`src/rtl/mmu_ctrl_pkg.sv`:
```
// Package: shared register offsets and control-word bit positions for
// the translation unit control registers. Positions are fixed because
// software decodes the control word.
package mmu_ctrl_pkg;

    localparam int NUM_FAULTS = 3;   // 0 write violation, 1 invalid entry, 2 cap exceeded
    localparam int NUM_STATS  = 3;   // 0 hit, 1 miss, 2 stall

    localparam int OFF_CTRL   = 0;
    localparam int OFF_STAT0  = 8;

    localparam int BIT_ENABLE    = 0;
    localparam int BIT_STATS_EN  = 1;
    localparam int BIT_TLB_CLR   = 2;
    localparam int BIT_STATS_CLR = 3;
    localparam int BIT_BUSY      = 7;
    localparam int BIT_BYPASS    = 8;

    localparam int FLAG_POS  [NUM_FAULTS] = '{12, 20, 27};
    localparam int ABORT_POS [NUM_FAULTS] = '{11, 19, 26};
    localparam int IRQ_POS   [NUM_FAULTS] = '{10, 17, 25};
    localparam int EXC_POS   [NUM_FAULTS] = '{9, 18, 24};

    // Byte offset of statistics counter j.
    function automatic int stat_offset(input int j);
        return OFF_STAT0 + 4 * j;
    endfunction

endpackage

```
`src/rtl/mmu_stat_counter.sv`:
```
// Module: saturating event counter.
// Counts one per cycle with inc_i, stops at all ones, and zero_i has
// priority over inc_i. Assumes a synchronous active-low reset.
module mmu_stat_counter #(
    parameter int W = 32
) (
    input  logic         clk_i,
    input  logic         rst_ni,
    input  logic         inc_i,
    input  logic         zero_i,
    output logic [W-1:0] cnt_o
);

    localparam logic [W-1:0] MAXV = '1;

    // Counter update: reset, clear, or saturating increment.
    always_ff @(posedge clk_i) begin
        if (!rst_ni) begin
            cnt_o <= '0;
        end else if (zero_i) begin
            cnt_o <= '0;
        end else if (inc_i && (cnt_o != MAXV)) begin
            cnt_o <= cnt_o + 1'b1;
        end
    end

endmodule

```
`src/rtl/mmu_fault_flag.sv`:
```
// Module: one sticky fault flag with its abort, interrupt and exception
// enables. The event sets the flag and wins over a write-one clear in the
// same cycle. Enables are loaded on every control-word write.
module mmu_fault_flag (
    input  logic clk_i,
    input  logic rst_ni,
    input  logic event_i,
    input  logic ctrl_wr_i,
    input  logic clr_bit_i,
    input  logic abort_en_bit_i,
    input  logic irq_en_bit_i,
    input  logic exc_en_bit_i,
    output logic flag_o,
    output logic abort_en_o,
    output logic irq_en_o,
    output logic exc_en_o,
    output logic abort_o,
    output logic irq_o,
    output logic exc_o
);

    // Sticky flag: set by the event, cleared by writing a one.
    always_ff @(posedge clk_i) begin
        if (!rst_ni) begin
            flag_o <= 1'b0;
        end else if (event_i) begin
            flag_o <= 1'b1;
        end else if (ctrl_wr_i && clr_bit_i) begin
            flag_o <= 1'b0;
        end
    end

    // Enable storage: loaded from the control-word write.
    always_ff @(posedge clk_i) begin
        if (!rst_ni) begin
            abort_en_o <= 1'b0;
            irq_en_o   <= 1'b0;
            exc_en_o   <= 1'b0;
        end else if (ctrl_wr_i) begin
            abort_en_o <= abort_en_bit_i;
            irq_en_o   <= irq_en_bit_i;
            exc_en_o   <= exc_en_bit_i;
        end
    end

    // Per-fault contributions to the shared fault outputs.
    always_comb begin
        abort_o = flag_o & abort_en_o;
        irq_o   = flag_o & irq_en_o;
        exc_o   = flag_o & exc_en_o;
    end

endmodule

```
`src/rtl/mmu_tlb_clear_seq.sv`:
```
// Module: TLB flush command tracker. A start sets busy, and busy falls
// at the edge where done is seen. A start while busy or a done while
// idle has no effect.
module mmu_tlb_clear_seq (
    input  logic clk_i,
    input  logic rst_ni,
    input  logic start_i,
    input  logic done_i,
    output logic busy_o
);

    // Busy state update.
    always_ff @(posedge clk_i) begin
        if (!rst_ni) begin
            busy_o <= 1'b0;
        end else if (busy_o && done_i) begin
            busy_o <= 1'b0;
        end else if (start_i) begin
            busy_o <= 1'b1;
        end
    end

endmodule

```
`src/rtl/mmu_ctrl_regs.sv`:
```
// Module: control and fault-status register file for a translation unit.
// Decodes a simple 32-bit register port, holds the control word, three
// sticky faults and three statistics counters, and drives level outputs
// to the datapath. Assumes CNT_W <= 32 and a synchronous active-low reset.
module mmu_ctrl_regs
    import mmu_ctrl_pkg::*;
#(
    parameter int ADDR_W = 8,
    parameter int CNT_W  = 32
) (
    input  logic              clk_i,
    input  logic              rst_ni,
    input  logic              wr_en_i,
    input  logic              rd_en_i,
    input  logic [ADDR_W-1:0] addr_i,
    input  logic [31:0]       wdata_i,
    output logic [31:0]       rdata_o,
    input  logic              hit_i,
    input  logic              miss_i,
    input  logic              stall_i,
    input  logic              wv_fault_i,
    input  logic              pt_fault_i,
    input  logic              cap_fault_i,
    input  logic              tlb_clear_done_i,
    output logic              enable_o,
    output logic              bypass_o,
    output logic              tlb_clear_req_o,
    output logic              abort_o,
    output logic              irq_o,
    output logic              exc_o
);

    localparam logic [ADDR_W-1:0] CTRL_ADDR = ADDR_W'(OFF_CTRL);

    logic                                ctrl_wr;
    logic                                en_q, stats_en_q, bypass_q;
    logic                                stats_clr, tlb_start, tlb_busy;
    logic [NUM_FAULTS-1:0]               fault_ev, flag, flag_clr;
    logic [NUM_FAULTS-1:0]               ab_en, irq_en, exc_en;
    logic [NUM_FAULTS-1:0]               ab_part, irq_part, exc_part;
    logic [NUM_STATS-1:0]                stat_ev, stat_inc;
    logic [NUM_STATS-1:0][CNT_W-1:0]     cnt;
    logic [31:0]                         ctrl_word, rd_next;

    // Write decode for the control word and its command bits.
    always_comb begin
        ctrl_wr   = wr_en_i && (addr_i == CTRL_ADDR);
        stats_clr = ctrl_wr && wdata_i[BIT_STATS_CLR];
        tlb_start = ctrl_wr && wdata_i[BIT_TLB_CLR];
        fault_ev  = {cap_fault_i, pt_fault_i, wv_fault_i};
        stat_ev   = {stall_i, miss_i, hit_i};
        stat_inc  = stat_ev & {NUM_STATS{stats_en_q}};
    end

    // Plain control fields: enable, statistics enable, bypass.
    always_ff @(posedge clk_i) begin
        if (!rst_ni) begin
            en_q       <= 1'b0;
            stats_en_q <= 1'b0;
            bypass_q   <= 1'b0;
        end else if (ctrl_wr) begin
            en_q       <= wdata_i[BIT_ENABLE];
            stats_en_q <= wdata_i[BIT_STATS_EN];
            bypass_q   <= wdata_i[BIT_BYPASS];
        end
    end

    // One sticky flag plus enables per fault type.
    for (genvar i = 0; i < NUM_FAULTS; i++) begin : g_fault
        assign flag_clr[i] = ctrl_wr && wdata_i[FLAG_POS[i]];
        mmu_fault_flag u_flag (
            .clk_i          (clk_i),
            .rst_ni         (rst_ni),
            .event_i        (fault_ev[i]),
            .ctrl_wr_i      (ctrl_wr),
            .clr_bit_i      (wdata_i[FLAG_POS[i]]),
            .abort_en_bit_i (wdata_i[ABORT_POS[i]]),
            .irq_en_bit_i   (wdata_i[IRQ_POS[i]]),
            .exc_en_bit_i   (wdata_i[EXC_POS[i]]),
            .flag_o         (flag[i]),
            .abort_en_o     (ab_en[i]),
            .irq_en_o       (irq_en[i]),
            .exc_en_o       (exc_en[i]),
            .abort_o        (ab_part[i]),
            .irq_o          (irq_part[i]),
            .exc_o          (exc_part[i])
        );
    end

    // One saturating counter per statistics event.
    for (genvar j = 0; j < NUM_STATS; j++) begin : g_stat
        mmu_stat_counter #(.W(CNT_W)) u_cnt (
            .clk_i  (clk_i),
            .rst_ni (rst_ni),
            .inc_i  (stat_inc[j]),
            .zero_i (stats_clr),
            .cnt_o  (cnt[j])
        );
    end

    // TLB flush command and busy tracking.
    mmu_tlb_clear_seq u_tlb (
        .clk_i   (clk_i),
        .rst_ni  (rst_ni),
        .start_i (tlb_start),
        .done_i  (tlb_clear_done_i),
        .busy_o  (tlb_busy)
    );

    // Control word assembly for read-back; command bits read as zero.
    always_comb begin
        ctrl_word                = '0;
        ctrl_word[BIT_ENABLE]    = en_q;
        ctrl_word[BIT_STATS_EN]  = stats_en_q;
        ctrl_word[BIT_BUSY]      = tlb_busy;
        ctrl_word[BIT_BYPASS]    = bypass_q;
        for (int i = 0; i < NUM_FAULTS; i++) begin
            ctrl_word[FLAG_POS[i]]  = flag[i];
            ctrl_word[ABORT_POS[i]] = ab_en[i];
            ctrl_word[IRQ_POS[i]]   = irq_en[i];
            ctrl_word[EXC_POS[i]]   = exc_en[i];
        end
    end

    // Read address decode; unmapped offsets give zero.
    always_comb begin
        rd_next = '0;
        if (addr_i == CTRL_ADDR) begin
            rd_next = ctrl_word;
        end
        for (int j = 0; j < NUM_STATS; j++) begin
            if (addr_i == ADDR_W'(stat_offset(j))) begin
                rd_next[CNT_W-1:0] = cnt[j];
            end
        end
    end

    // Registered read data, held between reads.
    always_ff @(posedge clk_i) begin
        if (!rst_ni) begin
            rdata_o <= '0;
        end else if (rd_en_i) begin
            rdata_o <= rd_next;
        end
    end

    // Level outputs to the datapath.
    always_comb begin
        enable_o        = en_q;
        bypass_o        = bypass_q;
        tlb_clear_req_o = tlb_busy;
        abort_o         = |ab_part;
        irq_o           = |irq_part;
        exc_o           = |exc_part;
    end

endmodule

```
`config.mk`:
```
export PLATFORM = sky130hd
export DESIGN_NAME = mmu_ctrl_regs
export DESIGN_NICKNAME = d
export VERILOG_FILES = /design/src/rtl/mmu_ctrl_pkg.sv /design/src/rtl/mmu_stat_counter.sv /design/src/rtl/mmu_fault_flag.sv /design/src/rtl/mmu_tlb_clear_seq.sv /design/src/rtl/mmu_ctrl_regs.sv
export SDC_FILE = /design/constraint.sdc
export NUM_CORES = 1
export LEC_CHECK = 0
export ABC_AREA = 1
export BUFFER_PORTS_ARGS = -buffer_cell sky130_fd_sc_hd__buf_2
export CAP_MARGIN = 10
export CORE_MARGIN = 4
export CORE_UTILIZATION = 50
export CTS_BUF_LIST = sky130_fd_sc_hd__clkbuf_4
export DETAILED_ROUTE_END_ITERATION = 7
export HOLD_SLACK_MARGIN = 0.15
export PLACE_DENSITY = 0.69
export SYNTH_ARGS = -nofsm -noshare
export SYNTH_HDL_FRONTEND = slang
export SYNTH_SLANG_ARGS = --single-unit
```
`constraint.sdc`:
```
create_clock -name clk_i -period 2.85 [get_ports clk_i]
set_clock_uncertainty 0.05 [all_clocks]
set_input_delay 0.57 -clock clk_i [delete_from_list [all_inputs] [get_ports clk_i]]
set_output_delay 0.57 -clock clk_i [all_outputs]
set_load 0.005 [all_outputs]
```
### Yosys cells after proc, flatten, opt, wreduce, memory -nomap -nowiden

Cells that the tools add are included.

* bits in registers: 144
* logic and storage cells: 69

* add/subtract/negate cells: 3
* equal/unequal tests: 6
* multiplexer cells: 10
* bitwise operators: 11
* reductions and logical operators: 19

Operators with widths (number)
* 32-bit by 1-bit adder with 32-bit output (second input constant): 3
* 32-bit two-way mux: 3
* 32-bit inequality test (second input constant): 3
* 28-bit two-way mux: 1
* 8-bit by 4-bit == test with 1-bit output (second input constant): 2
* 1-bit logical AND: 10
* 1-bit AND: 9
* 3-bit OR reduction: 3
* 8-bit by 5-bit == test with 1-bit output (second input constant): 1
* 8-bit zero test: 1
* 1-bit two-way mux: 6
* 2-bit nonzero test: 3
* 2-bit OR reduction: 2
* 3-bit AND: 1
* 1-bit inverter: 1

### Depth between registers and ports, before layout

* depth after elaboration: 5
* gate-level depth with buffers: 11
* gate-level depth less buffers: 10

### By module

A second synthesis with hierarchy kept.

* cells, all modules: 1424
* area total of the unflattened synthesis: 8917.3 µm²

By module, submodules not included
* mmu_stat_counter: instances 3, cells an instance 332, area an instance 2069.5 µm²
* mmu_ctrl_regs: instances 1, cells an instance 348, area an instance 2182.1 µm²
* mmu_fault_flag: instances 3, cells an instance 25, area an instance 163.9 µm²
* mmu_tlb_clear_seq: instances 1, cells an instance 5, area an instance 35.0 µm²

### Least setup slack after synthesis

Ideal clock, no wire load.

* path kind: input to register
* start point: input port addr_i[1]
* end point: register g_stat[1].u_cnt.cnt_o[14]
* library setup time: 0.116 ns
* arrival time: 1.637 ns
* data required time: 2.684 ns
* path slack: 1.047 ns
* cell stages on the path: 10
* buffers on the path: 2
* path through: nor2_2 > nand3_1 > nor2_4 > nand2_2 > inv_2 > nand2_1 > nand2_2 > buf_6 > buf_6 > a21oi_1

* longest elaborated chain between the ends: 4

RTL lines
* start: declaration: RTL line mmu_ctrl_regs.sv:15 `input logic [ADDR_W-1:0] addr_i,`
* 8-bit zero test: RTL line mmu_ctrl_regs.sv:47 `ctrl_wr = wr_en_i && (addr_i == CTRL_ADDR);`
* 1-bit logical AND: RTL line mmu_ctrl_regs.sv:47
* 1-bit logical AND: RTL line mmu_ctrl_regs.sv:48 `stats_clr = ctrl_wr && wdata_i[BIT_STATS_CLR];`
* 2-bit OR reduction (no source line)
* end signal: assignment: RTL line mmu_stat_counter.sv:23 `cnt_o <= cnt_o + 1'b1;`
* end: declaration: RTL line mmu_stat_counter.sv:11 `output logic [W-1:0] cnt_o`

Every way passes these cells.
A chain may end at the register's enable or synchronous reset.

### Final worst setup path

* start point: register g_stat[2].u_cnt.cnt_o[1]
* end point: register g_stat[2].u_cnt.cnt_o[26]

* longest elaborated chain between the ends: 2

RTL lines (RTL line)
* start: declaration: mmu_stat_counter.sv:11
* start signal: assignment: mmu_stat_counter.sv:23
* branches (longest 2 deep; another with 32-bit by 1-bit adder with 32-bit output)

Several ways; the timed one is not identified.

==> results.txt <==
Status -> complete, but fails checks
Violated checks -> DRC
Switching part of the total power -> 25.3%
Pin count of the biggest net entering global routing -> 33
Final Hold Violating Endpoints -> 0
Vias post-DR -> 9418
Mapped Area -> 9130 um2
Worst slew pin tran -> 937 ps
Number of nets with antenna violations after routing -> 0
Slew HR -> 37.5%
H-Tree Depth -> 4
Die width -> 143 um
First-pass GRT wire length -> 43.9 mm
Crit Path Category -> reg -> reg
Max frequency -> 0.450 GHz
Layout cells sized above 1 -> 15.1%
Critical-path maximum fanout -> 28
Die H -> 143 um
Peak VDD IR -> 0.000488 V
Initial antenna violation count -> 1
Skew-Pair Late Insertion Delay -> 580 ps
Pleak -> 0.00362 uW
Root Driver -> clkbuf_4
Fin nets -> 1594
Max-cap violations -> 0
Worst hold path class -> in -> reg
Setup slack after layout -> 627 ps
Post-CTS Resized -> 0
Total grt overflow -> 0
Slew Limit Fails -> 0
Clock Pin Slew Worst Setup and Hold Paths -> 140 ps
Setup TNS after final layout -> 0 ps
Gp weighted congestion -> 0.976
Clk sinks -> 144
Period minus WS final -> 2220 ps
Metal3 WL -> 1.42 mm
Seq cells post-synth -> 144
Unrepaired setup endpoints after global routing -> false
CP max-delay cell -> dfxtp_1
Most frequent cells in the layout -> nand2_1 (572), nor2_1 (214), dfxtp_1 (144), inv_1 (100), a21oi_1 (83)
Post-Place Setup Slack -> 536 ps
IO Port Bufs -> 73
Total chip power -> 3590 uW
Post-synthesis sequential area ratio -> 31.6%
Comb pwr share -> 4.4%
Area delta synth->final -> 8.15%
Post-synth EDFFs -> 0
Post-Syn Instances -> 1481
Top FF cell, synth -> dfxtp_1
Final setup viols -> 0
P_int -> 2690 uW
Tcrit/Tclk final -> 78.0%
Uppermost layer routed -> met4
Yosys warnings -> 0
Met2 WL -> 13.1 mm
Net count after synthesis -> 1535
# IOs -> 89
Total Die Area -> 20500 um2
DRC -> 2
Metal-1 WL -> 12.9 mm
Worst Path Required -> 3240 ps
Reg power frac -> 56.8%
CTS tree -> done
Critical Path Sink Type -> register
NetSw -> 907 uW
Vias per cell -> 5.29
Crit-path max cell delay -> 440 ps
Core area -> 18000 um2
Asr flop ratio synth -> 0%
CP Launch Type -> register
Num rows -> 49
Crit path DAT -> 2610 ps
Clk network pwr share -> 38.8%
Post-CTS Hold Buffers -> 2
First-pass DRT Iterations -> 8
Routed wire length per instance -> 15.7 um
Commonest non-fill, non-tap cell in the layout -> nand2_1
Final WL -> 28.0 mm
Total GRT Usage -> 27.3%
TritonCTS Buffers -> 17
Initial core utilization -> 50.8%
Syn Area/Cell -> 6.17 um2
PwrDens -> 364 nW/um2
Vias in the first global route -> 8368
Fillers -> 1890
Library cells used by synthesis -> 31
Initial DRC Count -> 854
Post-CTS Setup Inserts -> 0
Cells along the critical path -> ha_1 -> inv_1 -> nor2_2 -> nand2_2 -> nor2_4 -> nand2_4 -> nand2_8 -> inv_4 -> nand2_1 -> a21oi_2
HPWL after DPL -> 21.4 mm
Maximum clock insertion buffer count -> 2
Yosys cell counts (13+ instances only):
cell type	instances	area share [%]
buf_2	14	0.77
nand4_1	17	1.2
nor2_1	216	8.9
o21ai_0	51	2.8
nand2_2	47	3.2
a21oi_1	83	4.5
nand3_1	67	3.7
a21oi_2	45	4.3
clkbuf_1	15	0.62
inv_1	100	4.1
xnor2_1	13	1.2
a31oi_1	16	1.1
dfxtp_1	144	32
nand2_1	572	24
xor2_1	26	2.5
logic make-up after synthesis:
kind of cell    count (synthesis)  synth area share, %
buf+inv                       156                 8.25
xor+xnor                       39                 3.74
simple gates                  944                 43.3
flops                         144                 31.6
compound gates                195                 12.8
fa+ha+maj                       3                0.411
flip-flops by register name, indices dropped and copies added, names as in the netlist:
| signal | count |
|---|---|
| bypass_o | 1 |
| enable_o | 1 |
| g_fault.u_flag.abort_en_o | 3 |
| g_fault.u_flag.exc_en_o | 3 |
| g_fault.u_flag.flag_o | 3 |
| g_fault.u_flag.irq_en_o | 3 |
| g_stat.u_cnt.cnt_o | 96 |
| rdata_o | 32 |
| stats_en_q | 1 |
| u_tlb.busy_o | 1 |
worst max-delay path: cells and delay by family, from the launching register on:
kind,cells,cell delay (ps)
and+or+nand+nor,6,940
DFF,1,440
adders and majority gates,1,300
buffers and inverters,2,270
AOI/OAI and AO/OA,1,50
layout make-up:
class	instances	area (um2)	area share [%]
diodes	1	2.50	0.0253
clock buffers	18	135	1.37
clock inverters	13	146	1.48
inverters	109	417	4.22
multi-input cells	1181	5510	55.8
flip-flops and latches	144	2880	29.2
well taps	229	287	2.90
repair buffers	87	500	5.07
layer usage:
layer	vias up	global-route usage, %
li1	4785	-
met1	4339	38.5
met2	257	44.0
met3	37	3.95
met4	0	7.00
met5	-	0
worst paths after layout:
kind / to / slack (ps) / cells after the start / start
max reg2reg: g_stat[2].u_cnt.cnt_o[26]$_SDFFE_PP0P_ / 630 / 10 / g_stat[2].u_cnt.cnt_o[1]$_SDFFE_PP0P_
min reg2reg: rdata_o[27]$_SDFFE_PN0P_ / 420 / 2 / rdata_o[27]$_SDFFE_PN0P_
min: u_tlb.busy_o$_SDFFE_PP0P_ / 180 / 3 / wdata_i[2]
max: g_stat[2].u_cnt.cnt_o[26]$_SDFFE_PP0P_ / 630 / 10 / g_stat[2].u_cnt.cnt_o[1]$_SDFFE_PP0P_
power groups by stage:
| stage | Clock, uW | Combinational [uW] | Sequential [uW] |
|---|---|---|---|
| 3_3_place_gp | 0 | 154 | 2090 |
| 6_report | 1390 | 159 | 2040 |
| 2_1_floorplan | 0 | 87.9 | 2080 |
| 5_1_grt | 1490 | 176 | 2040 |
| 3_5_place_dp | 0 | 156 | 2090 |
| 4_1_cts | 1410 | 158 | 2040 |
per-stage QoR:
| stage | instances | utilization (%) | cell area [um2] | hold WS (ps) |
|---|---|---|---|---|
| after global routing | 1782 | 55.0 | 9880 | 188 |
| after global placement | 1748 | 53.3 | 9570 | 401 |
| final | 1782 | 55.0 | 9880 | 179 |
| after detailed placement | 1748 | 53.3 | 9570 | 403 |
| after CTS | 1781 | 55.0 | 9880 | 157 |
| after floorplan | 1481 | - | 9130 | 395 |
Note: power is estimated with default switching activity, not from simulation.
